File: config.mk
export PLATFORM = sky130hd
export DESIGN_NAME = seg_latch_drv
export DESIGN_NICKNAME = d
export VERILOG_FILES = /design/src/rtl/seg_drv_pkg.sv /design/src/rtl/seg_rst_sync.sv /design/src/rtl/seg_row_latch.sv /design/src/rtl/seg_level_sel.sv /design/src/rtl/seg_latch_drv.sv
export SDC_FILE = /design/constraint.sdc
export NUM_CORES = 1
export LEC_CHECK = 0
export ABC_AREA = 1
export BUFFER_PORTS_ARGS = -buffer_cell sky130_fd_sc_hd__buf_2
export CORE_MARGIN = 3
export CORE_UTILIZATION = 38
export DETAILED_ROUTE_END_ITERATION = 10
export HOLD_SLACK_MARGIN = 0.15
export PLACE_DENSITY = 0.68
export SLEW_MARGIN = 0
export SYNTH_ARGS = -nofsm -noshare
export SYNTH_HDL_FRONTEND = slang
export SYNTH_HIERARCHICAL = 1
export SYNTH_SLANG_ARGS = --single-unit
File: constraint.sdc
create_clock -name clk -period 12.5 [get_ports clk]
set_clock_uncertainty 0.15 [all_clocks]
set_input_delay 2.5 -clock clk [delete_from_list [all_inputs] [get_ports clk]]
set_output_delay 2.5 -clock clk [all_outputs]
set_load 0.005 [all_outputs]
File: src/rtl/seg_drv_pkg.sv
package seg_drv_pkg;

  typedef logic [1:0] lvl_code_t;

  // Level pair for polarity 0 and polarity 1
  localparam lvl_code_t LVL_LIT_P0   = 2'd2;
  localparam lvl_code_t LVL_UNLIT_P0 = 2'd1;
  localparam lvl_code_t LVL_LIT_P1   = 2'd0;
  localparam lvl_code_t LVL_UNLIT_P1 = 2'd3;

  function automatic lvl_code_t seg_code(input logic lit, input logic pol);
    lvl_code_t c;
    if (pol) c = lit ? LVL_LIT_P1 : LVL_UNLIT_P1;
    else     c = lit ? LVL_LIT_P0 : LVL_UNLIT_P0;
    return c;
  endfunction

endpackage

File: src/rtl/seg_rst_sync.sv
module seg_rst_sync #(
  parameter int STAGES = 2
) (
  input  logic clk,
  input  logic rst_n,
  output logic rst_sn
);
  logic [STAGES-1:0] sh_q;
  logic [STAGES-1:0] sh_d;

  generate
    if (STAGES == 1) begin : g_one
      always_comb sh_d = 1'b1;
    end else begin : g_many
      always_comb sh_d = {sh_q[STAGES-2:0], 1'b1};
    end
  endgenerate

  always_ff @(posedge clk or negedge rst_n) begin
    if (!rst_n) sh_q <= '0;
    else        sh_q <= sh_d;
  end

  assign rst_sn = sh_q[STAGES-1];
endmodule

File: src/rtl/seg_row_latch.sv
module seg_row_latch #(
  parameter int NUM_SEG = 80
) (
  input  logic               clk,
  input  logic               rst_sn,
  input  logic               load_en,
  input  logic [NUM_SEG-1:0] row_in,
  output logic [NUM_SEG-1:0] row_q
);
  logic [NUM_SEG-1:0] row_d;

  always_comb begin
    row_d = row_q;
    if (load_en) row_d = row_in;
  end

  always_ff @(posedge clk or negedge rst_sn) begin
    if (!rst_sn) row_q <= '0;
    else         row_q <= row_d;
  end
endmodule

File: src/rtl/seg_level_sel.sv
module seg_level_sel
  import seg_drv_pkg::*;
#(
  parameter int NUM_SEG = 80
) (
  input  logic                 clk,
  input  logic                 rst_sn,
  input  logic [NUM_SEG-1:0]   row_q,
  input  logic                 frame_pol,
  input  logic                 disp_on,
  input  logic                 all_on,
  output logic [2*NUM_SEG-1:0] lvl_q
);
  localparam int LW = $bits(lvl_code_t);

  genvar i;
  generate
    for (i = 0; i < NUM_SEG; i++) begin : g_seg
      logic      lit;
      lvl_code_t code_d;
      lvl_code_t code_q;

      always_comb begin
        lit    = disp_on & (all_on | row_q[i]);
        code_d = seg_code(lit, frame_pol);
      end

      always_ff @(posedge clk or negedge rst_sn) begin
        if (!rst_sn) code_q <= LVL_UNLIT_P0;
        else         code_q <= code_d;
      end

      assign lvl_q[i*LW +: LW] = code_q;
    end
  endgenerate
endmodule

File: src/rtl/seg_latch_drv.sv
module seg_latch_drv #(
  parameter int NUM_SEG     = 80,
  parameter int SYNC_STAGES = 2
) (
  input  logic                 clk,
  input  logic                 rst_n,
  input  logic                 load_en,
  input  logic [NUM_SEG-1:0]   ram_data,
  input  logic                 frame_pol,
  input  logic                 disp_on,
  input  logic                 all_on,
  output logic [2*NUM_SEG-1:0] seg_lvl
);
  logic               rst_sn;
  logic [NUM_SEG-1:0] row_q;

  seg_rst_sync #(.STAGES(SYNC_STAGES)) u_rst (
    .clk    (clk),
    .rst_n  (rst_n),
    .rst_sn (rst_sn)
  );

  seg_row_latch #(.NUM_SEG(NUM_SEG)) u_latch (
    .clk     (clk),
    .rst_sn  (rst_sn),
    .load_en (load_en),
    .row_in  (ram_data),
    .row_q   (row_q)
  );

  seg_level_sel #(.NUM_SEG(NUM_SEG)) u_sel (
    .clk       (clk),
    .rst_sn    (rst_sn),
    .row_q     (row_q),
    .frame_pol (frame_pol),
    .disp_on   (disp_on),
    .all_on    (all_on),
    .lvl_q     (seg_lvl)
  );
endmodule

; ---- After elaboration in Yosys (flattened, before gate mapping)
; Cells that the tools add are included.
[word_totals]
ff_bits = 242
input_bits = 86
word_cells = 482
[op_classes]
muxes = 240
bitwise = 160
[op_table]
columns = cell, count
row1 = 2-to-1 mux 2 bit, 240
row2 = AND 1 bit, 80
row3 = OR 1 bit, 80

; ---- Depth between registers and ports, before layout
; Gate-level depths: netlist of run 1.
[logic_depth]
depth_word = 4
depth_mapped = 5
ltp_nobuf = 3

; ---- By module
; Netlist of run 1, hierarchy kept.
[by_module_without_submodules]
columns = module, instances, cells_per_inst, area_each_um2, seq_area_each_um2
row1 = seg_level_sel, 1, 497, 7090.6, 4103.9
row2 = seg_row_latch, 1, 338, 3052.9, 2001.9
row3 = seg_rst_sync, 1, 3, 53.8, 50.0

; ---- Worst setup path after synthesis of run 1
; Ideal clock, no wire load.
[synth_path]
path_type = input -> register
from = in frame_pol
to = reg u_sel.g_seg[0].code_q[1]
setup_time_ns = 0.130
arrival_ns = 4.357
required_ns = 12.220
path_slack_ns = 7.863
stages = 2
path_cell_list = inv_1 -> ha_1
[synth_between]
elab_chain_len = 1
[synth_lines]
columns = element, line
row1 = from (decl), seg_latch_drv.sv:9  ; input logic frame_pol,
row2 = 2-to-1 mux 2 bit, seg_drv_pkg.sv:13  ; if (pol) c = lit ? LVL_LIT_P1 : LVL_UNLIT_P1;
row3 = net u_sel.g_seg[0].code_d[1], seg_level_sel.sv:20  ; lvl_code_t code_d;
row4 = to (signal assigned), seg_level_sel.sv:30  ; else code_q <= code_d;
row5 = to (decl), seg_level_sel.sv:21  ; lvl_code_t code_q;
; The timed path passes the listed nets, and every way through them passes these cells.
; A chain may end at the register's enable or synchronous reset.

; ---- Worst setup path in the final report of run 1
[layout_path]
from = in frame_pol
to = reg u_sel.g_seg[31].code_q[0]
[layout_between]
elab_chain_len = 1
[layout_lines]
columns = element, line
row1 = 2-to-1 mux 2 bit, seg_drv_pkg.sv:13
row2 = net u_sel.g_seg[31].code_d[0], seg_level_sel.sv:20
row3 = to (signal assigned), seg_level_sel.sv:30
row4 = to (decl), seg_level_sel.sv:21
; The timed path passes the listed nets, and every way through them passes these cells.

==> results.sh, run 1 <==
export IMPL_holdWs_ns=0.158
export IMPL_crit_fanout=80
export IMPL_numCtsBuffers=26
export IMPL_die_y_um=170
export IMPL_syn_avg_cell_area_um2=12.2
export IMPL_seq_area_frac_synth=0.604
export IMPL_power_density_nw_per_um2=152
export IMPL_nFillCells=2388
export IMPL_routedWlPerCell_um=15.6
export IMPL_vias=6534
export IMPL_clk_pin_slew_ns=0.06
export IMPL_via_per_inst=4.54
export IMPL_grt_max_degree=82
export IMPL_setup_violations=0
export IMPL_synth_distinct_cells=12
export IMPL_critical_path_class="in -> reg"
export IMPL_synthTopCellsByArea="dfrtp_1, dfstp_2, ha_1"
export IMPL_clock_fmax_ghz=0.255
export IMPL_fp_coreArea_um2=26200
export IMPL_fin_setup_tns_ns=0
export IMPL_start_util=0.389
export IMPL_post_route_period_util=0.314
export IMPL_drtIter0Drc=258
export IMPL_n_antenna_cell=0
export IMPL_r2r_start="u_rst/sh_q[1]$_DFF_PN0_"
export IMPL_grt_pass1_wl_um=35700
export IMPL_synth_seq_cells=242
export IMPL_drv_slew=0
export IMPL_irDropWorstVdd_v=0.0000926
export IMPL_grt_total_usage=0.155
export IMPL_synth_flop_cell="dfrtp_1"
export IMPL_ant_nets=0
export IMPL_syn_nets=1084
export IMPL_netlist_area_um2=10200
export IMPL_worst_slew_pin_slew_ns=1.06
export IMPL_rr_endpoint="u_sel/g_seg[59].code_q[1]$_DFF_PN0_"
export IMPL_ys_warn_count=6
export IMPL_r2r_slack_ns=9.98
export IMPL_grt_overflow=0
export IMPL_clock_sinks=242
export IMPL_clock_latency_ns=0.51
export IMPL_leakage_nw=6.45
export IMPL_hpwl_um=13600
export IMPL_worst_hold_path_type="reg -> async"
export IMPL_cts_resized=0
export IMPL_rsz0062_at_grt="no"
export IMPL_status="finished clean"
export IMPL_die_w_um=170
export IMPL_relSlewSlack=0.296
export IMPL_synth_most_common_cell="nand2_1"
export IMPL_synth_top_area_frac=0.398
export IMPL_antenna_found_initial=2
export IMPL_htreeDepth=1
export IMPL_area_delta_synth_final_pct=23.3
export IMPL_synth_edf_count=0
export IMPL_async_flop_share=1.00
export IMPL_post_cts_setup_buffers=0
export IMPL_yosysTopAreaCell="dfrtp_1"
export IMPL_finalHoldViolCount=0
export IMPL_cp_arrival_ns=4.21
export IMPL_grt_pass1_vias=6732
export IMPL_synthCells=838
export IMPL_num_rows=59
export IMPL_detail_route_first_pass_iterations=4
export IMPL_drc_errors=0
export IMPL_drive_gt1_frac=0.412
export IMPL_wirelength_um=22400
export IMPL_r2r_cells=2
export IMPL_startpoint_type="primary input"
export IMPL_max_clock_path_buffers=3
export IMPL_worstPathRequired_ns=12.78
export IMPL_cts_hold_fix_buffers=0
export IMPL_numPortBuffers=245
export IMPL_endpoint_kind="flop"
export IMPL_synth_common_cells="nand2_1, dfrtp_1, ha_1"
export IMPL_period_minus_slack_ns=3.92
export IMPL_boundaryPins=246
export IMPL_dieArea_um2=28800
export IMPL_cts_root_buf="clkbuf_16"
export IMPL_cap_violations=0
export IMPL_cts_tree="yes"
export IMPL_final_nets=1330
export IMPL_place_congestion=0.728
==> cells by family after synthesis <==
family          after synthesis  synth area share
other cells                   1          0.000368
buf+inv                      35            0.0229
flops                       242             0.604
fa+ha+maj                   160             0.196
simple gates                320             0.137
compound gates               80            0.0393
==> stage by stage <==
| step | cells | power, W | worst slack, ns | instance area, um2 | utilization |
|---|---|---|---|---|---|
| detailed placement | 1391 | 0.00114 | 8.01 | 11700 | 0.446 |
| finish | 1439 | 0.00190 | 8.58 | 12600 | 0.480 |
| CTS | 1439 | 0.00194 | 8.56 | 12600 | 0.480 |
| floorplan | 838 | 0.00103 | 5.25 | 10200 | - |
| global placement | 1391 | 0.00113 | 8.03 | 11700 | 0.446 |
| global route | 1439 | 0.00201 | 8.48 | 12600 | 0.480 |
==> placed cells by master, fill, tap and decap left out <==
master	synthesis	layout
clkbuf_16	0	27
buf_2	16	243
bufinv_16	0	3
conb_1	1	1
or2_2	80	80
buf_4	0	8
clkbuf_8	0	5
nand2_1	240	240
clkinv_2	0	6
dfrtp_1	162	161
dfstp_2	80	80
o21ai_0	80	80
inv_4	0	1
ha_1	160	160
clkbuf_1	0	7
dfrtp_4	0	1
inv_6	1	1
==> how the worst max path moves through the flow <==
| stage | slack [ns] | from | cells after the start | end |
|---|---|---|---|---|
| 4_1_cts | 8.56 | frame_pol | 4 | u_sel/g_seg[31].code_q[0]$_DFF_PN1_ |
| 3_3_place_gp | 8.03 | frame_pol | 4 | u_sel/g_seg[58].code_q[0]$_DFF_PN1_ |
| 3_5_place_dp | 8.01 | frame_pol | 4 | u_sel/g_seg[31].code_q[0]$_DFF_PN1_ |
| 5_1_grt | 8.48 | frame_pol | 4 | u_sel/g_seg[35].code_q[0]$_DFF_PN1_ |
| 6_report | 8.58 | frame_pol | 4 | u_sel/g_seg[31].code_q[0]$_DFF_PN1_ |
| 2_1_floorplan | 5.25 | u_rst/sh_q[1]$_DFF_PN0_ | 0 | u_latch/row_q[0]$_DFFE_PN0P_ |
==> state kept, by name (all words and copies together) (netlist names) <==
signal,count
u_latch/row_q,80
u_sel/g_seg.code_q,160
u_rst/sh_q,2
==> metal layers <==
metal  up-vias  wire, um  GRT usage
met4         4       469     0.0434
met5         -        27          0
met1      3164      9560      0.199
met3        32      1070     0.0276
met2       161     11300      0.269
li1       3173         -          -
==> power by group <==
group          switching (W)  internal (W)  total (W)
logic               0.000119     0.0000925   0.000212
clock network       0.000297      0.000486   0.000783
registers          0.0000299      0.000880   0.000910
total               0.000446       0.00146    0.00190
==> worst max-delay path: stages <==
cell	delay [ns]
buf_4	0.45
inv_4	0.50
ha_1	0.40
or2_2	0.28
==> final cells by class <==
type                            instances  area (um2)  share of cell area
Tap cell                              335         419              0.0333
Multi-Input combinational cell        561        3810               0.303
Inverter                                2        15.0             0.00119
Clock inverter                          9         120             0.00956
Sequential cell                       242        6160               0.490
Timing Repair Buffer                  251        1280               0.102
Clock buffer                           39         771              0.0613
Power figures use the tool's default switching activity.
==> inputs of run 2 (changes only) <==
==> constraint.sdc (replaced) <==
create_clock -name clk -period 3.7 [get_ports clk]
set_clock_uncertainty 0.15 [all_clocks]
set_input_delay 0.74 -clock clk [delete_from_list [all_inputs] [get_ports clk]]
set_output_delay 0.74 -clock clk [all_outputs]
set_load 0.005 [all_outputs]
==> run 2 against run 1 <==
Compared with the run above: register-to-register slack worse by 8.0 ns; combinational power increased to 3.5 times the previous value; core utilization up 0.52 points; total power increased to 3.4 times the previous value; clock power rose to 3.5 times the previous value; global-route usage decreased by 0.058 points; setup slack worse by 6.9 ns; via count grew 2.6%; routed wire length increased by 1.2%.
==> results.sh, run 2 (synthesized netlist as in run 1, its figures left out) <==
export IMPL_placed_area_um2=11800
export IMPL_routedWlPerCell_um=15.7
export IMPL_max_clock_path_buffers=3
export IMPL_fin_setup_tns_ns=0
export IMPL_ant_nets=0
export IMPL_leakage_nw=6.51
export IMPL_drtIter0Drc=278
export IMPL_via_per_inst=4.63
export IMPL_post_route_period_util=0.557
export IMPL_wirelength_um=22700
export IMPL_cts_hold_fix_buffers=2
export IMPL_grt_pass1_vias=6739
export IMPL_boundaryPins=246
export IMPL_irDropWorstVdd_v=0.000293
export IMPL_path_delay_family="flip-flops"
export IMPL_cp_cell_sequence="buf_2"
export IMPL_clock_latency_ns=0.52
export IMPL_cap_violations=0
export IMPL_critical_path_class="reg -> out"
export IMPL_mostFrequentLayoutCells="buf_2, nand2_1, dfrtp_1"
export IMPL_crit_fanout=1
export IMPL_num_rows=59
export IMPL_drive_gt1_frac=0.415
export IMPL_worstPathRequired_ns=2.81
export IMPL_grt_total_usage=0.154
export IMPL_place_congestion=0.735
export IMPL_vias=6701
export IMPL_clock_sinks=242
export IMPL_grt_pass1_wl_um=35900
export IMPL_n_antenna_cell=0
export IMPL_worst_slack_ns=1.64
export IMPL_cts_tree="yes"
export IMPL_power_density_nw_per_um2=517
export IMPL_dieArea_um2=28800
export IMPL_status="finished clean"
export IMPL_grt_max_degree=115
export IMPL_place_ws_ns=1.19
export IMPL_largest_reg_flops=160
export IMPL_clk_pin_slew_ns=0.06
export IMPL_drv_slew=0
export IMPL_drc_errors=0
export IMPL_endpoint_kind="output pin"
export IMPL_numCtsBuffers=27
export IMPL_cp_arrival_ns=1.17
export IMPL_critPathMaxStageDelay_ns=0.54
export IMPL_start_util=0.389
export IMPL_layout_commonest_cell="buf_2"
export IMPL_worst_hold_path_type="reg -> reg"
export IMPL_cts_resized=0
export IMPL_antenna_found_initial=1
export IMPL_hpwl_um=14600
export IMPL_worst_slew_pin_slew_ns=0.727
export IMPL_numPortBuffers=245
export IMPL_detail_route_first_pass_iterations=4
export IMPL_period_minus_slack_ns=2.06
export IMPL_final_nets=1338
export IMPL_largestRegisters="u_sel/g_seg.code_q: 160 flops, u_latch/row_q: 80 flops, u_rst/sh_q: 2 flops"
export IMPL_post_cts_setup_buffers=0
export IMPL_final_area_um2=12700
export IMPL_htreeDepth=1
export IMPL_critPathBufInv=1
export IMPL_area_delta_synth_final_pct=24.6
export IMPL_grt_overflow=0
export IMPL_cts_root_buf="clkbuf_16"
export IMPL_clock_fmax_ghz=0.486
export IMPL_rsz0062_at_grt="no"
export IMPL_setup_violations=0
export IMPL_relSlewSlack=0.514
export IMPL_die_y_um=170
export IMPL_finalHoldViolCount=0
export IMPL_fp_coreArea_um2=26200
export IMPL_die_w_um=170
export IMPL_cp_slowest_cell="dfstp_2"
export IMPL_startpoint_type="flop"
export IMPL_top_register="u_sel/g_seg.code_q"
==> run 2: cell count changes in the layout (fill, tap and decap cells not counted), sizes merged <==
cell         delta
dlygate4sd3     +2
buf             +5
clkinv          -3
clkbuf          +4
inv             -1
clkinvlp        +1
==> run 2: area by class of cell <==
type | count | area, um2
Tap cell | 335 | 419
Multi-Input combinational cell | 561 | 3810
Sequential cell | 242 | 6160
Timing Repair Buffer | 258 | 1370
Clock buffer | 43 | 826
Clock inverter | 6 | 108
Inverter | 2 | 13.8
Fill cell | 2369 | 13500
==> run 2: routing by layer <==
| layer | routed length [um] | track usage | vias to the layer above | share of wire |
|---|---|---|---|---|
| li1 | - | - | 3191 | - |
| met3 | 1440 | 0.0321 | 40 | 0.064 |
| met4 | 495 | 0.0445 | 2 | 0.022 |
| met5 | 7 | 0 | - | 0.00031 |
| met2 | 10900 | 0.260 | 180 | 0.48 |
| met1 | 9830 | 0.202 | 3288 | 0.43 |
==> run 2: path summary, 6_finish.rpt <==
| check | from | to | depth (start not counted) | slack (ns) |
|---|---|---|---|---|
| max | u_sel/g_seg[39].code_q[0]$_DFF_PN1_ | seg_lvl[78] | 1 | 1.64 |
| min | u_rst/sh_q[0]$_DFF_PN0_ | u_rst/sh_q[1]$_DFF_PN0_ | 0 | 0.20 |
| max reg2reg | u_rst/sh_q[1]$_DFF_PN0_ | u_sel/g_seg[45].code_q[1]$_DFF_PN0_ | 1 | 2.00 |
| min reg2reg | u_rst/sh_q[0]$_DFF_PN0_ | u_rst/sh_q[1]$_DFF_PN0_ | 0 | 0.20 |
| max in group asynchronous | u_rst/sh_q[1]$_DFF_PN0_ | u_sel/g_seg[45].code_q[1]$_DFF_PN0_ | 1 | 2.00 |
| min in group asynchronous | u_rst/sh_q[1]$_DFF_PN0_ | u_sel/g_seg[36].code_q[0]$_DFF_PN1_ | 0 | 0.24 |
==> run 2: power breakdown <==
part | total, W | internal [W] | switching (W)
clock | 0.00275 | 0.00173 | 0.00103
combinational | 0.000743 | 0.000324 | 0.000419
sequential | 0.00306 | 0.00297 | 0.0000921
total | 0.00656 | 0.00502 | 0.00154
==> run 2: metrics by stage <==
step                      total power [W]  hold slack, ns  std cells  utilization
after detailed placement          0.00387          0.0912       1396        0.448
after CTS                         0.00668           0.203       1447        0.485
after floorplan                   0.00346           0.181        838            -
final                             0.00656           0.201       1447        0.485
after global routing              0.00691           0.214       1447        0.485
after global placement            0.00385          0.0878       1396        0.448
==> inputs of run 3 (changes only) <==
--- a/config.mk
+++ b/config.mk
@@ -11,7 +11,7 @@
 export CORE_UTILIZATION = 38
 export DETAILED_ROUTE_END_ITERATION = 10
 export HOLD_SLACK_MARGIN = 0.15
-export PLACE_DENSITY = 0.68
+export PLACE_DENSITY = 0.7
 export SLEW_MARGIN = 0
 export SYNTH_ARGS = -nofsm -noshare
 export SYNTH_HDL_FRONTEND = slang
==> constraint.sdc (replaced) <==
create_clock -name clk -period 1.7 [get_ports clk]
set_clock_uncertainty 0.15 [all_clocks]
set_input_delay 0.34 -clock clk [delete_from_list [all_inputs] [get_ports clk]]
set_output_delay 0.34 -clock clk [all_outputs]
set_load 0.005 [all_outputs]
==> run 3 against run 2 <==
Compared with the run above: global-route usage rose by 1.8 points; design area rose by 12%; sequential power rose by 120%; via count rose by 7.4%; die area did not move; non-clock buffer count rose by 121; first-iteration DRC count fell by 18%; clock power rose by 100%; critical path type unchanged.
==> results.sh, run 3 (synthesized netlist as in run 1, its figures left out) <==
export IMPL_utilization=0.541
export IMPL_post_cts_setup_buffers=0
export IMPL_clock_sinks=242
export IMPL_numPortBuffers=245
export IMPL_critical_path_class="reg -> out"
export IMPL_period_minus_slack_ns=1.66
export IMPL_crit_fanout=1
export IMPL_place_congestion=0.798
export IMPL_wirelength_um=24700
export IMPL_drtIter0Drc=228
export IMPL_dieArea_um2=28800
export IMPL_routedWlPerCell_um=15.8
export IMPL_clock_latency_ns=0.52
export IMPL_die_w_um=170
export IMPL_grt_total_usage=0.172
export IMPL_grt_max_degree=81
export IMPL_relSlewSlack=0.656
export IMPL_setup_violations=0
export IMPL_cts_root_buf="clkbuf_16"
export IMPL_fp_coreArea_um2=26200
export IMPL_worst_hold_path_type="in -> reg"
export IMPL_startpoint_type="flop"
export IMPL_placed_area_um2=12200
export IMPL_min_from="load_en"
export IMPL_ant_nets=0
export IMPL_vias=7197
export IMPL_finalHoldViolCount=0
export IMPL_clock_fmax_ghz=0.601
export IMPL_cap_violations=0
export IMPL_fin_setup_tns_ns=0
export IMPL_grt_overflow=0
export IMPL_power_density_nw_per_um2=1010
export IMPL_grt_pass1_vias=7800
export IMPL_cts_tree="yes"
export IMPL_max_clock_path_buffers=3
export IMPL_grt_pass1_wl_um=39800
export IMPL_r2r_cells=3
export IMPL_leakage_nw=7.08
export IMPL_top_register="u_sel/g_seg.code_q"
export IMPL_comb_power_share=0.138
export IMPL_htreeDepth=1
export IMPL_n_antenna_cell=0
export IMPL_swShare=0.245
export IMPL_pwr_share_clk=0.393
export IMPL_dp_cells=1411
export IMPL_die_y_um=170
export IMPL_final_area_um2=14200
export IMPL_rr_endpoint="u_latch/row_q[32]$_DFFE_PN0P_"
export IMPL_via_per_inst=4.59
export IMPL_mostFrequentLayoutCells="buf_2, nand2_1, dfrtp_1"
export IMPL_endpoint_kind="output pin"
export IMPL_power_internal_w=0.0108
export IMPL_cp_arrival_ns=1.17
export IMPL_drc_errors=0
export IMPL_r2r_slack_ns=0.35
export IMPL_numCtsBuffers=27
export IMPL_boundaryPins=246
export IMPL_clk_pin_slew_ns=0.06
export IMPL_area_delta_synth_final_pct=39.0
export IMPL_fin_cells=1568
export IMPL_path_delay_family="flip-flops"
export IMPL_hpwl_um=15100
export IMPL_detail_route_first_pass_iterations=4
export IMPL_start_util=0.389
export IMPL_holdWs_ns=0.180
export IMPL_hold_path_depth=4
export IMPL_largest_reg_flops=160
export IMPL_irDropWorstVdd_v=0.000693
export IMPL_r2r_start="u_latch/row_q[32]$_DFFE_PN0P_"
export IMPL_p_switching_w=0.00351
export IMPL_cp_cell_sequence="buf_2"
export IMPL_worstPathRequired_ns=1.21
export IMPL_critPathBufInv=1
export IMPL_status="finished clean"
export IMPL_drv_slew=0
export IMPL_final_nets=1459
export IMPL_drive_gt1_frac=0.401
export IMPL_layout_commonest_cell="buf_2"
export IMPL_worst_slew_pin_slew_ns=0.511
export IMPL_antenna_found_initial=0
export IMPL_pwr_share_seq=0.468
export IMPL_min_to="u_latch/row_q[19]$_DFFE_PN0P_"
export IMPL_rsz0062_at_grt="no"
export IMPL_cp_slowest_cell="dfstp_2"
export IMPL_critPathMaxStageDelay_ns=0.55
export IMPL_largestRegisters="u_sel/g_seg.code_q: 160 flops, u_latch/row_q: 80 flops, u_rst/sh_q: 2 flops"
export IMPL_num_rows=59
export IMPL_post_route_period_util=0.978
run 3: cell types whose count changed in the layout (fill, tap and decap cells not counted), sizes merged:
cell / delta
buf: +15
bufinv: -2
clkbuf: -5
clkinv: +5
clkinvlp: +1
dlygate4sd3: +106
inv: +1
run 3: repair_timing:
action	CTS	global route
hold buffers	108	0
setup endpoints to repair	0	1
resized for setup	0	1
endpoints found under the hold margin	88	0
run 3: metrics by stage:
stage / worst slack, ns / power [W]
2_1_floorplan: -0.844 / 0.00760
3_3_place_gp: 0.0693 / 0.00849
3_5_place_dp: 0.0548 / 0.00856
4_1_cts: 0.000712 / 0.0145
5_1_grt: 0.00851 / 0.0150
6_report: 0.0368 / 0.0143
run 3: routing by layer:
layer  GRT usage  wire length (um)
met5           0                 0
met4      0.0501               722
met3      0.0309              1340
met2       0.305             12200
met1       0.215             10500
run 3: layout make-up:
| type | count | area [um2] |
|---|---|---|
| Clock inverter | 11 | 88.8 |
| Inverter | 2 | 16.3 |
| Clock buffer | 38 | 777 |
| Tap cell | 335 | 419 |
| Fill cell | 2152 | 12000 |
| Sequential cell | 242 | 6160 |
| Timing Repair Buffer | 379 | 2700 |
| Multi-Input combinational cell | 561 | 4010 |
run 3: worst max-delay path by stage:
stage / end / from / slack (ns) / depth (start not counted)
global placement: u_sel/g_seg[49].code_q[0]$_DFF_PN1_ / all_on / 0.07 / 5
detailed placement: u_sel/g_seg[15].code_q[0]$_DFF_PN1_ / all_on / 0.05 / 5
floorplan: u_latch/row_q[0]$_DFFE_PN0P_ / u_rst/sh_q[1]$_DFF_PN0_ / -0.84 / 0
CTS: seg_lvl[38] / u_sel/g_seg[19].code_q[0]$_DFF_PN1_ / 0.0007 / 1
global route: seg_lvl[0] / u_sel/g_seg[0].code_q[0]$_DFF_PN1_ / 0.009 / 1
finish: seg_lvl[26] / u_sel/g_seg[13].code_q[0]$_DFF_PN1_ / 0.04 / 1
run 3: power by group through the flow:
stage | Sequential, W | Clock (W) | Combinational, W
2_1_floorplan | 0.00687 | 0 | 0.000728
6_report | 0.00670 | 0.00562 | 0.00198
5_1_grt | 0.00675 | 0.00603 | 0.00226
3_5_place_dp | 0.00679 | 0 | 0.00177
4_1_cts | 0.00670 | 0.00580 | 0.00200
3_3_place_gp | 0.00679 | 0 | 0.00170
